<file path="config.mk">
export PLATFORM = sky130hd
export DESIGN_NAME = sdram_cmd_front
export DESIGN_NICKNAME = d
export VERILOG_FILES = /design/src/rtl/sdcf_pkg.sv /design/src/rtl/sdcf_bank_tracker.sv /design/src/rtl/sdcf_mode_regs.sv /design/src/rtl/sdcf_ref_mask.sv /design/src/rtl/sdram_cmd_front.sv
export SDC_FILE = /design/constraint.sdc
export NUM_CORES = 1
export LEC_CHECK = 0
export BUFFER_PORTS_ARGS = -buffer_cell sky130_fd_sc_hd__buf_2
export CAP_MARGIN = 20
export CORE_MARGIN = 2
export CORE_UTILIZATION = 45
export CTS_CLUSTER_DIAMETER = 120
export DETAILED_ROUTE_END_ITERATION = 8
export GPL_TIMING_DRIVEN = 1
export PLACE_DENSITY = 0.75
export SLEW_MARGIN = 20
export SYNTH_ARGS = -nofsm -noshare
export SYNTH_HDL_FRONTEND = slang
export SYNTH_SLANG_ARGS = --single-unit
</file>
<file path="constraint.sdc">
create_clock -name clk -period 2.1 [get_ports clk]
set_input_delay 0.105 -clock clk [delete_from_list [all_inputs] [get_ports clk]]
set_output_delay 0.105 -clock clk [all_outputs]
set_load 0.02 [all_outputs]
</file>
<file path="src/rtl/sdcf_pkg.sv">
package sdcf_pkg;

  typedef enum logic [2:0] {
    C_NOP, C_ACT, C_RD, C_WR, C_PRE, C_REF, C_MSET
  } cmd_e;

  typedef struct packed {
    logic [1:0] bl_code;
    logic       ilv;
    logic [2:0] cl;
    logic       brsw;
  } mode_t;

  typedef struct packed {
    logic [2:0] pas;
    logic [1:0] period;
  } lp_t;

  function automatic cmd_e decode_cmd(input logic cs_n, input logic ras_n,
                                      input logic cas_n, input logic we_n);
    cmd_e c;
    c = C_NOP;
    if (!cs_n) begin
      case ({ras_n, cas_n, we_n})
        3'b011:  c = C_ACT;
        3'b101:  c = C_RD;
        3'b100:  c = C_WR;
        3'b010:  c = C_PRE;
        3'b001:  c = C_REF;
        3'b000:  c = C_MSET;
        default: c = C_NOP;
      endcase
    end
    return c;
  endfunction

endpackage

</file>
<file path="src/rtl/sdcf_bank_tracker.sv">
module sdcf_bank_tracker #(
  parameter int NBANK = 4,
  parameter int TRCD  = 3,
  parameter int BA_W  = $clog2(NBANK)
) (
  input  logic             clk,
  input  logic             rst_n,
  input  logic             act_go,
  input  logic             pre_go,
  input  logic             pre_all,
  input  logic [BA_W-1:0]  ba,
  output logic [NBANK-1:0] open_q,
  output logic [NBANK-1:0] col_ok
);
  localparam int CW = $clog2(TRCD + 1);
  localparam logic [CW-1:0] LOAD = CW'(TRCD - 1);

  for (genvar b = 0; b < NBANK; b++) begin : g_bank
    logic          open_d;
    logic [CW-1:0] cnt_q, cnt_d;
    logic          hit;

    assign hit = (ba == BA_W'(b));

    always_comb begin
      open_d = open_q[b];
      cnt_d  = (cnt_q != '0) ? cnt_q - 1'b1 : cnt_q;
      if (act_go && hit) begin
        open_d = 1'b1;
        cnt_d  = LOAD;
      end
      if (pre_go && (pre_all || hit)) open_d = 1'b0;
    end

    always_ff @(posedge clk or negedge rst_n) begin
      if (!rst_n) begin
        open_q[b] <= 1'b0;
        cnt_q     <= '0;
      end else begin
        open_q[b] <= open_d;
        cnt_q     <= cnt_d;
      end
    end

    assign col_ok[b] = open_q[b] && (cnt_q == '0);
  end

endmodule

</file>
<file path="src/rtl/sdcf_mode_regs.sv">
module sdcf_mode_regs
  import sdcf_pkg::*;
(
  input  logic       clk,
  input  logic       rst_n,
  input  logic       mode_we,
  input  logic       lp_we,
  input  logic [9:0] a,
  output logic       mode_ok,
  output logic       lp_ok,
  output mode_t      mode_q,
  output lp_t        lp_q,
  output logic       mode_seen
);
  mode_t mode_d;
  lp_t   lp_d;
  logic  seen_d;
  logic  unused_bits;

  assign unused_bits = ^a[8:7];

  always_comb begin
    mode_ok = !a[2] && ((a[6:4] == 3'd2) || (a[6:4] == 3'd3));
    case (a[2:0])
      3'b000, 3'b001, 3'b010, 3'b101, 3'b110: lp_ok = 1'b1;
      default:                                lp_ok = 1'b0;
    endcase
  end

  always_comb begin
    mode_d = mode_q;
    lp_d   = lp_q;
    seen_d = mode_seen;
    if (mode_we) begin
      mode_d = '{bl_code: a[1:0], ilv: a[3], cl: a[6:4], brsw: a[9]};
      seen_d = 1'b1;
    end
    if (lp_we) lp_d = '{pas: a[2:0], period: a[4:3]};
  end

  always_ff @(posedge clk or negedge rst_n) begin
    if (!rst_n) begin
      mode_q    <= '{bl_code: 2'd0, ilv: 1'b0, cl: 3'd2, brsw: 1'b0};
      lp_q      <= '{pas: 3'd0, period: 2'd0};
      mode_seen <= 1'b0;
    end else begin
      mode_q    <= mode_d;
      lp_q      <= lp_d;
      mode_seen <= seen_d;
    end
  end

endmodule

</file>
<file path="src/rtl/sdcf_ref_mask.sv">
module sdcf_ref_mask #(
  parameter int NBANK = 4,
  parameter int QPB   = 4
) (
  input  logic [2:0]           pas,
  output logic [NBANK*QPB-1:0] en
);
  localparam int HALF = (QPB / 2 < 1) ? 1 : QPB / 2;
  localparam int QTR  = (QPB / 4 < 1) ? 1 : QPB / 4;

  for (genvar b = 0; b < NBANK; b++) begin : g_bank
    localparam bit IS_B0 = (b == 0);
    localparam bit LOW2  = (b < 2);
    logic bank_on;

    always_comb begin
      case (pas)
        3'b000:                 bank_on = 1'b1;
        3'b001:                 bank_on = LOW2;
        3'b010, 3'b101, 3'b110: bank_on = IS_B0;
        default:                bank_on = 1'b1;
      endcase
    end

    for (genvar q = 0; q < QPB; q++) begin : g_quarter
      localparam bit IN_HALF = (q < HALF);
      localparam bit IN_QTR  = (q < QTR);
      assign en[b*QPB+q] = bank_on &&
                           ((pas == 3'b101) ? IN_HALF :
                            (pas == 3'b110) ? IN_QTR  : 1'b1);
    end
  end

endmodule

</file>
<file path="src/rtl/sdram_cmd_front.sv">
module sdram_cmd_front
  import sdcf_pkg::*;
#(
  parameter int NBANK  = 4,
  parameter int QPB    = 4,
  parameter int ADDR_W = 13,
  parameter int TRCD   = 3,
  parameter int BA_W   = $clog2(NBANK)
) (
  input  logic                 clk,
  input  logic                 rst_n,
  input  logic                 cs_n,
  input  logic                 ras_n,
  input  logic                 cas_n,
  input  logic                 we_n,
  input  logic [BA_W-1:0]      ba,
  input  logic [ADDR_W-1:0]    addr,
  output logic                 act_stb,
  output logic                 rd_stb,
  output logic                 wr_stb,
  output logic                 pre_stb,
  output logic                 ref_stb,
  output logic                 mset_stb,
  output logic [3:0]           burst_len,
  output logic                 interleave,
  output logic [2:0]           cas_lat,
  output logic                 burst_rd_single_wr,
  output logic [1:0]           rf_period,
  output logic [2:0]           pas_sel,
  output logic [NBANK-1:0]     bank_open,
  output logic [NBANK*QPB-1:0] ref_en,
  output logic                 err
);
  cmd_e             cmd;
  logic [NBANK-1:0] col_ok;
  logic             mode_ok, lp_ok, mode_seen;
  mode_t            mode_q;
  lp_t              lp_q;
  logic             act_go, rd_go, wr_go, pre_go, ref_go;
  logic             mode_we, lp_we, col_cmd, err_d;
  logic             unused_addr;

  assign unused_addr = ^addr[ADDR_W-1:11];
  assign cmd = decode_cmd(cs_n, ras_n, cas_n, we_n);

  always_comb begin
    col_cmd = (cmd == C_RD) || (cmd == C_WR);
    act_go  = (cmd == C_ACT) && mode_seen;
    rd_go   = (cmd == C_RD) && col_ok[ba];
    wr_go   = (cmd == C_WR) && col_ok[ba];
    pre_go  = (cmd == C_PRE);
    ref_go  = (cmd == C_REF);
    mode_we = (cmd == C_MSET) && (bank_open == '0) &&
              (ba == BA_W'(0)) && mode_ok;
    lp_we   = (cmd == C_MSET) && (bank_open == '0) &&
              (ba == BA_W'(2)) && lp_ok;
    err_d   = ((cmd == C_ACT) && !mode_seen) ||
              (col_cmd && !col_ok[ba]) ||
              ((cmd == C_MSET) && !(mode_we || lp_we));
  end

  sdcf_bank_tracker #(.NBANK(NBANK), .TRCD(TRCD), .BA_W(BA_W)) u_banks (
    .clk     (clk),
    .rst_n   (rst_n),
    .act_go  (act_go),
    .pre_go  (pre_go),
    .pre_all (addr[10]),
    .ba      (ba),
    .open_q  (bank_open),
    .col_ok  (col_ok)
  );

  sdcf_mode_regs u_regs (
    .clk       (clk),
    .rst_n     (rst_n),
    .mode_we   (mode_we),
    .lp_we     (lp_we),
    .a         (addr[9:0]),
    .mode_ok   (mode_ok),
    .lp_ok     (lp_ok),
    .mode_q    (mode_q),
    .lp_q      (lp_q),
    .mode_seen (mode_seen)
  );

  sdcf_ref_mask #(.NBANK(NBANK), .QPB(QPB)) u_mask (
    .pas (lp_q.pas),
    .en  (ref_en)
  );

  always_ff @(posedge clk or negedge rst_n) begin
    if (!rst_n) begin
      act_stb  <= 1'b0;
      rd_stb   <= 1'b0;
      wr_stb   <= 1'b0;
      pre_stb  <= 1'b0;
      ref_stb  <= 1'b0;
      mset_stb <= 1'b0;
      err      <= 1'b0;
    end else begin
      act_stb  <= act_go;
      rd_stb   <= rd_go;
      wr_stb   <= wr_go;
      pre_stb  <= pre_go;
      ref_stb  <= ref_go;
      mset_stb <= mode_we || lp_we;
      err      <= err_d;
    end
  end

  assign burst_len          = 4'b0001 << mode_q.bl_code;
  assign interleave         = mode_q.ilv;
  assign cas_lat            = mode_q.cl;
  assign burst_rd_single_wr = mode_q.brsw;
  assign rf_period          = lp_q.period;
  assign pas_sel            = lp_q.pas;

endmodule

</file>
==> results of run 1 <==
-- cells in the mapped netlist --
master     count
dfrtp_1       31
nand2_1       19
buf_4         13
mux2_2        10
nor2_1        10
inv_1          9
a21oi_1        7
nor2b_1        6
o21ai_0        5
clkbuf_1       4
ha_1           4
o211ai_1       4
xor2_1         4
or2_2          3
nand3_1        2
nand4_1        2
nand4b_1       2
a211oi_4       1
a31oi_1        1
and2_1         1
and2b_1        1
and3_1         1
and4_2         1
conb_1         1
dfstp_2        1
nand2b_1       1
nand2b_4       1
nand3b_1       1
nand4bb_1      1
nor3_4         1
nor4_1         1
nor4b_1        1
o31ai_1        1
o32a_1         1
or4_1          1
-- routing by layer --
metal / share of wire, % / vias up / global-route usage [%]
met5: 0 / - / 0
met3: 5.5 / 8 / 5.36
met4: 2.0 / 0 / 7.34
li1: - / 613 / -
met1: 45 / 556 / 20.1
met2: 47 / 29 / 26.3
-- area by class of cell --
type,instances,area [um^2]
fillers,335,1410
flip-flops and latches,32,802
multi-input cells,95,648
repair buffers,64,353
well taps,46,57.6
clock buffers,6,51.3
inverters,9,33.8
clock inverters,2,10.0
-- flip-flops by register name, indices dropped and copies added (netlist names) --
signal                flops
u_regs.lp_q               5
u_banks.open_q            4
pre_stb                   1
rd_stb                    1
u_regs.mode_seen          1
wr_stb                    1
err                       1
mset_stb                  1
act_stb                   1
u_banks.g_bank.cnt_q      8
ref_stb                   1
u_regs.mode_q             7
-- power by group through the flow --
stage / Combinational [mW] / Clock [mW] / Sequential, mW
2_1_floorplan: 0.507 / 0 / 0.831
3_3_place_gp: 0.645 / 0 / 0.808
3_5_place_dp: 0.666 / 0 / 0.813
4_1_cts: 0.675 / 0.376 / 0.800
5_1_grt: 0.767 / 0.413 / 0.821
6_report: 0.664 / 0.358 / 0.801
-- logic make-up (layout without fill, tap and decap cells) --
family	after synthesis	in the layout	share of synthesized area (%)
compound gates	20	20	8.39
other cells	1	1	0.235
xor+xnor	4	4	2.19
mux	10	10	7.05
simple gates	56	56	19.6
fa+ha+maj	4	4	3.13
flops	32	32	50.2
buf+inv	26	81	9.17
-- stage by stage --
stage,util (%),worst slack (ps)
final,58.1,59.6
after global routing,58.1,4.11
after CTS,57.6,73.5
after detailed placement,54.8,279
after global placement,54.8,262
after floorplan,-,260
-- worst paths after layout --
check / start / to / depth (start not counted)
setup / recovery: cas_n / u_regs.lp_q[2] / 6
hold / removal: addr[4] / u_regs.lp_q[1] / 2
setup reg to reg: u_banks.open_q[1] / u_regs.lp_q[2] / 5
hold reg to reg: u_regs.mode_q[3] / u_regs.mode_q[3] / 1
max in group asynchronous: rst_n / u_regs.mode_q[3] / 2
min in group asynchronous: rst_n / u_banks.g_bank[1].cnt_q[1] / 2
-- worst reg2reg max path: stages, from the launching register on --
cell and delay (ps):
dfrtp_1 410, nor4_1 280, buf_4 170, nand2b_4 70
a211oi_4 350, mux2_2 380
==> impl_results.md, run 1 <==
* Status: finished, final reports clean
* Initial antenna violation count at 0
* YS warnings at 0
* Dpl hpwl at 2170 um
* TritonCTS clock tree: built
* Worst Path Arrival at 2260 ps
* Max Slew Vio Count at 0
* Critical Path Max Stage Delay at 550 ps
* Register share of total power at between 40 and 50%
* Layout cell share with drive strength beyond 1 at 40.9%
* Worst slew pin tran at around 680 ps
* Maxcap violations at 0
* Syn_nets at 178
* Synth top area cells: dfrtp_1 (49%), mux2_2 (7.1%), buf_4 (6.1%)
* DRC at 0
* Worst clock skew at slightly below 9 ps
* Post-Syn Instances at 153
* Final min period at 2040 ps
* Tot GR Track Use at 16.4%
* Drt initial violations at 32
* Largest net degree at the start of global routing at 33
* DRT Wirelength at approximately 2900 um
* Combinational share of power at 36.4%
* Critical Path Source Type: primary input
* Fin crit share at 97.2%
* Fin. Hold Viols at 0
* First-pass GRT wire length at 5180 um
* Pre-Repair DR Iteration Count at 4
* Static Leak at 1.05 nW
* Post-DRT Antenna Nets at 0
* Hold Path Class: primary input to flip-flop
* Switching pwr at 657 uW
* Peak supply drop at 487 uV
* Buf+Inv Stages, Crit Path at 2
* Chip height at between 60 and 70 um
* Cts hold-fix bufs at 3
* Register bit count reported by yosys at 32
* CP max-delay cell: or4_1
* Number of global-route vias before repair at about 1200
* Initial core utilization at between 40 and 50%
* Fmax at 490 MHz
* Internal at 1.17 mW
* Clock transition at the registers of the reported paths at 100 ps
* Fin cells at approximately 250
* GRT Residual Overflow at 0
* Finish-stage setup viols at 0
* CTS sink cnt at 32
* Post-DR vias/cell at 4.75
* Synth top area share at ~49%
* Floorplan Core Area at 0.00336 mm^2
* Layout Nets at around 230
* Leading cell type in the layout, fill and taps excluded: buf_2
* Total number of vias at 1206
* Worst-Skew Late Latency at 330 ps
* Clock buffer depth at 2
* Syn-to-layout area delta at 22.5%
* Num rows at 21
* Worst Setup End Kind: flip-flop
* Die area at 0.00404 mm^2
* TNS Setup at 0 ps
* Fin Hold WS at 22.7 ps
* Cts repair resizes at 0
* Placed Cells at 241
* CP max FO at 7
* R2R Setup Slk at ~340 ps
* GPL Wtd Cong at between 0.8 and 0.9
* P per Cell Area at roughly 930 mW/mm^2
* Ports at 62
* Register area share after synthesis at about half
* Design Power at 1.82 mW
* Leading cell types in the layout, fill and taps excluded: buf_2 (56), dfrtp_1 (31), nand2_1 (19)
* N_diodes at 0
* Dpl cell area at 0.00184 mm^2
* RSZ-0062 raised after global routing: no
* Cts bufs inserted at 5
* CP top delay family: simple AND/OR/NAND/NOR gates
* # Post-CTS Setup Buffers at 0
* Switching portion of total power at 36.0%
* Req. time, crit path at 2320 ps
* CTS H-tree lvls at 2
* Syn_area_per_cell at 10.4 um^2
* Largest area contributor in the netlist: dfrtp_1
* Mapped cell area at 0.00160 mm^2
* Worst rel slew slack at 54.8%
* I/O Buffers at 56
* Worst-path cell chain: dlygate4sd3_1, buf_2, or4_1, nand2b_4, a211oi_4, mux2_2
* Routed wire per std cell at 11.5 um
* Chip width at 63.6 um
* Clock power share at 19.6%
* Root Buffer: clkbuf_4
* Post-route cell area at 0.00196 mm^2
* Crit Path Category: primary input to flip-flop
* Distinct cells, synth at 35
Power figures use the tool's default switching activity.
==> inputs of run 2 (changes only) <==
--- a/config.mk
+++ b/config.mk
@@ -6,13 +6,15 @@
 export NUM_CORES = 1
 export LEC_CHECK = 0
 export BUFFER_PORTS_ARGS = -buffer_cell sky130_fd_sc_hd__buf_2
-export CAP_MARGIN = 20
+export CAP_MARGIN = 5
 export CORE_MARGIN = 2
 export CORE_UTILIZATION = 45
 export CTS_CLUSTER_DIAMETER = 120
 export DETAILED_ROUTE_END_ITERATION = 8
 export GPL_TIMING_DRIVEN = 1
+export MAX_ROUTING_LAYER = met4
 export PLACE_DENSITY = 0.75
+export RECOVER_POWER = 25
 export SLEW_MARGIN = 20
 export SYNTH_ARGS = -nofsm -noshare
 export SYNTH_HDL_FRONTEND = slang
==> impl_results.md, run 2 (synthesized netlist as in run 1, its figures left out) <==
* Status: complete, but fails checks
* Failing checks: capacitance limit, slew limit
* Hold Path Class: primary input to flip-flop
* Pre-Repair DR Iteration Count at 4 (unchanged)
* Chip width at 63.6 um (unchanged)
* Clock buffer depth at 2 (unchanged)
* Buf+Inv Stages, Crit Path at 2 (unchanged)
* Peak supply drop at 486 uV (-0.17%)
* Root Buffer: clkbuf_4
* Number of global-route vias before repair at 1172 (-0.26%)
* Layout cell share with drive strength beyond 1 at 39.7% (-1.2 points)
* GRT Max-Usage Layer: met2
* Clock transition at the registers of the reported paths at 100 ps (about the same)
* P per Cell Area at 929 mW/mm^2 (-0.28%)
* CP top delay family: simple AND/OR/NAND/NOR gates
* Number of flip-flops in the largest register at 8 (unchanged)
* Initial antenna violation count at 0 (unchanged)
* Critical Path Max Stage Delay at 560 ps (about the same)
* GPL Wtd Cong at 0.813 (+1.4%)
* RSZ-0062 raised after global routing: no
* N_diodes at 0 (unchanged)
* Fmax at 489 MHz (-0.30%)
* Footprint of the multi-input gates at 648 um^2 (unchanged)
* DRT Wirelength at 2930 um (+0.34%)
* Chip height at 63.6 um (unchanged)
* Maxcap violations at 1 (+1)
* GRT Residual Overflow at 0 (unchanged)
* Static Leak at 1.05 nW (-0.13%)
* Worst-Skew Late Latency at 330 ps (about the same)
* Top reg by flops: u_banks.g_bank.cnt_q
* Ports at 62 (unchanged)
* I/O Buffers at 56 (unchanged)
* Crit Path Category: primary input to flip-flop
* GR Layer Usage met2 at 26.3% (unchanged)
* DRC at 0 (unchanged)
* Pre-CTS setup slack at 279 ps (unchanged)
* Tot GR Track Use at 17.0% (+0.58 points)
* Num rows at 21 (unchanged)
* Worst clock skew at 10.2 ps (+1.30 ps)
* Syn-to-layout area delta at 23.0%
* GR Util met3 at 6.25% (+0.89 points)
* Fin crit share at 97.4% (+0.29 points)
* Final Worst Setup Slack at 53.6 ps (-6.07 ps)
* Initial core utilization at 47.5% (unchanged)
* Layout Nets at 233 (+0.43%)
* Leading cell type in the layout, fill and taps excluded: buf_2
* Floorplan Core Area at 0.00336 mm^2 (unchanged)
* Finish-stage setup viols at 0 (unchanged)
* CP max-delay cell: or4_1
* Critical Path Source Type: primary input
* Fin. Hold Viols at 0 (unchanged)
* Worst Setup End Kind: flip-flop
* FF/Latch Area at 802 um^2 (unchanged)
* Leading cell types in the layout, fill and taps excluded: buf_2 (54), dfrtp_1 (31), nand2_1 (19)
* Post-DRT Antenna Nets at 0 (unchanged)
* Die area at 0.00404 mm^2 (unchanged)
* CTS sink cnt at 32 (unchanged)
* Cts bufs inserted at 5 (unchanged)
* CP max FO at 7 (unchanged)
* CTS H-tree lvls at 2 (unchanged)
* Req. time, crit path at 2320 ps (about the same)
* Drt initial violations at 39 (+22%)
* Routed wire per std cell at 11.5 um (about the same)
* Worst rel slew slack at -9.68% (-64 points)
* Post-DR vias/cell at 4.71 (-0.81%)
* Worst Path Arrival at 2270 ps (about the same)
* Max Slew Vio Count at 33 (+33)
* Worst-path cell chain: dlygate4sd3_1, clkbuf_1, or4_1, nand2b_4, a211oi_4, mux2_2
* TritonCTS clock tree: built
* Worst slew pin tran at 1650 ps (+967 ps)
* Filler instances at 333 (-0.60%)
* Biggest regs: u_banks.g_bank.cnt_q x8, u_regs.mode_q x7, u_regs.lp_q x5
* TNS Setup at 0 ps (unchanged)
* Dpl hpwl at 2170 um (unchanged)
* Total number of vias at 1201 (-0.41%)
* First-pass GRT wire length at 5200 um (+0.27%)
* Cts repair resizes at 0 (unchanged)
* Largest net degree at the start of global routing at 33 (unchanged)
* Final min period at 2050 ps (+6.07 ps)
* Met1 Usage GRT at 20.6% (+0.46 points)
==> run 2: layout make-up <==
type,instances,share of cell area (%)
Multi-Input combinational cell,95,33.0
Tap cell,46,2.93
Clock buffer,6,2.61
Sequential cell,32,40.9
Clock inverter,2,0.510
Timing Repair Buffer,65,18.4
Inverter,9,1.72
==> run 2: worst paths after layout <==
path / cells past startpoint / to / slack (ps) / start
worst max register to register: 5 / u_regs.lp_q[2] / 340 / u_banks.open_q[1]
worst min register to register: 1 / u_regs.mode_q[3] / 490 / u_regs.mode_q[3]
worst min-delay path: 2 / u_regs.lp_q[3] / 40 / addr[1]
min in group asynchronous: 2 / u_regs.mode_q[0] / 730 / rst_n
worst max-delay path: 6 / u_regs.lp_q[2] / 50 / we_n
max in group asynchronous: 2 / u_regs.mode_q[3] / 410 / rst_n
==> run 2: layer usage <==
metal / vias up / wire length [um] / part of all wire [%]
met1: 553 / 1340 / 46
met5: - / 0 / 0
met2: 30 / 1410 / 48
met4: 0 / 21 / 0.72
li1: 614 / - / -
met3: 4 / 155 / 5.3
==> run 2: what timing repair did <==
item,CTS,global route
hold endpoints to repair,33,3
buffers inserted,0,0
hold buffers,3,3
==> run 2: power by group <==
group          leakage, nW  switching, mW  internal (mW)  total [mW]
Sequential           0.419         0.0674          0.734       0.801
Combinational        0.594          0.391          0.274       0.665
Clock               0.0380          0.200          0.159       0.359
Total                 1.05          0.658           1.17        1.82
==> run 2: through the flow <==
stage / power [mW] / util [%] / std cells / hold slack (ps) / cell area [um^2]
finish: 1.82 / 58.4 / 255 / 41.8 / 1960
global route: 2.01 / 58.4 / 255 / 19.3 / 1960
CTS: 1.85 / 57.6 / 252 / 2.76 / 1940
detailed placement: 1.48 / 54.8 / 241 / 191 / 1840
global placement: 1.45 / 54.8 / 241 / 191 / 1840
floorplan: 1.34 / - / 153 / -191 / 1600
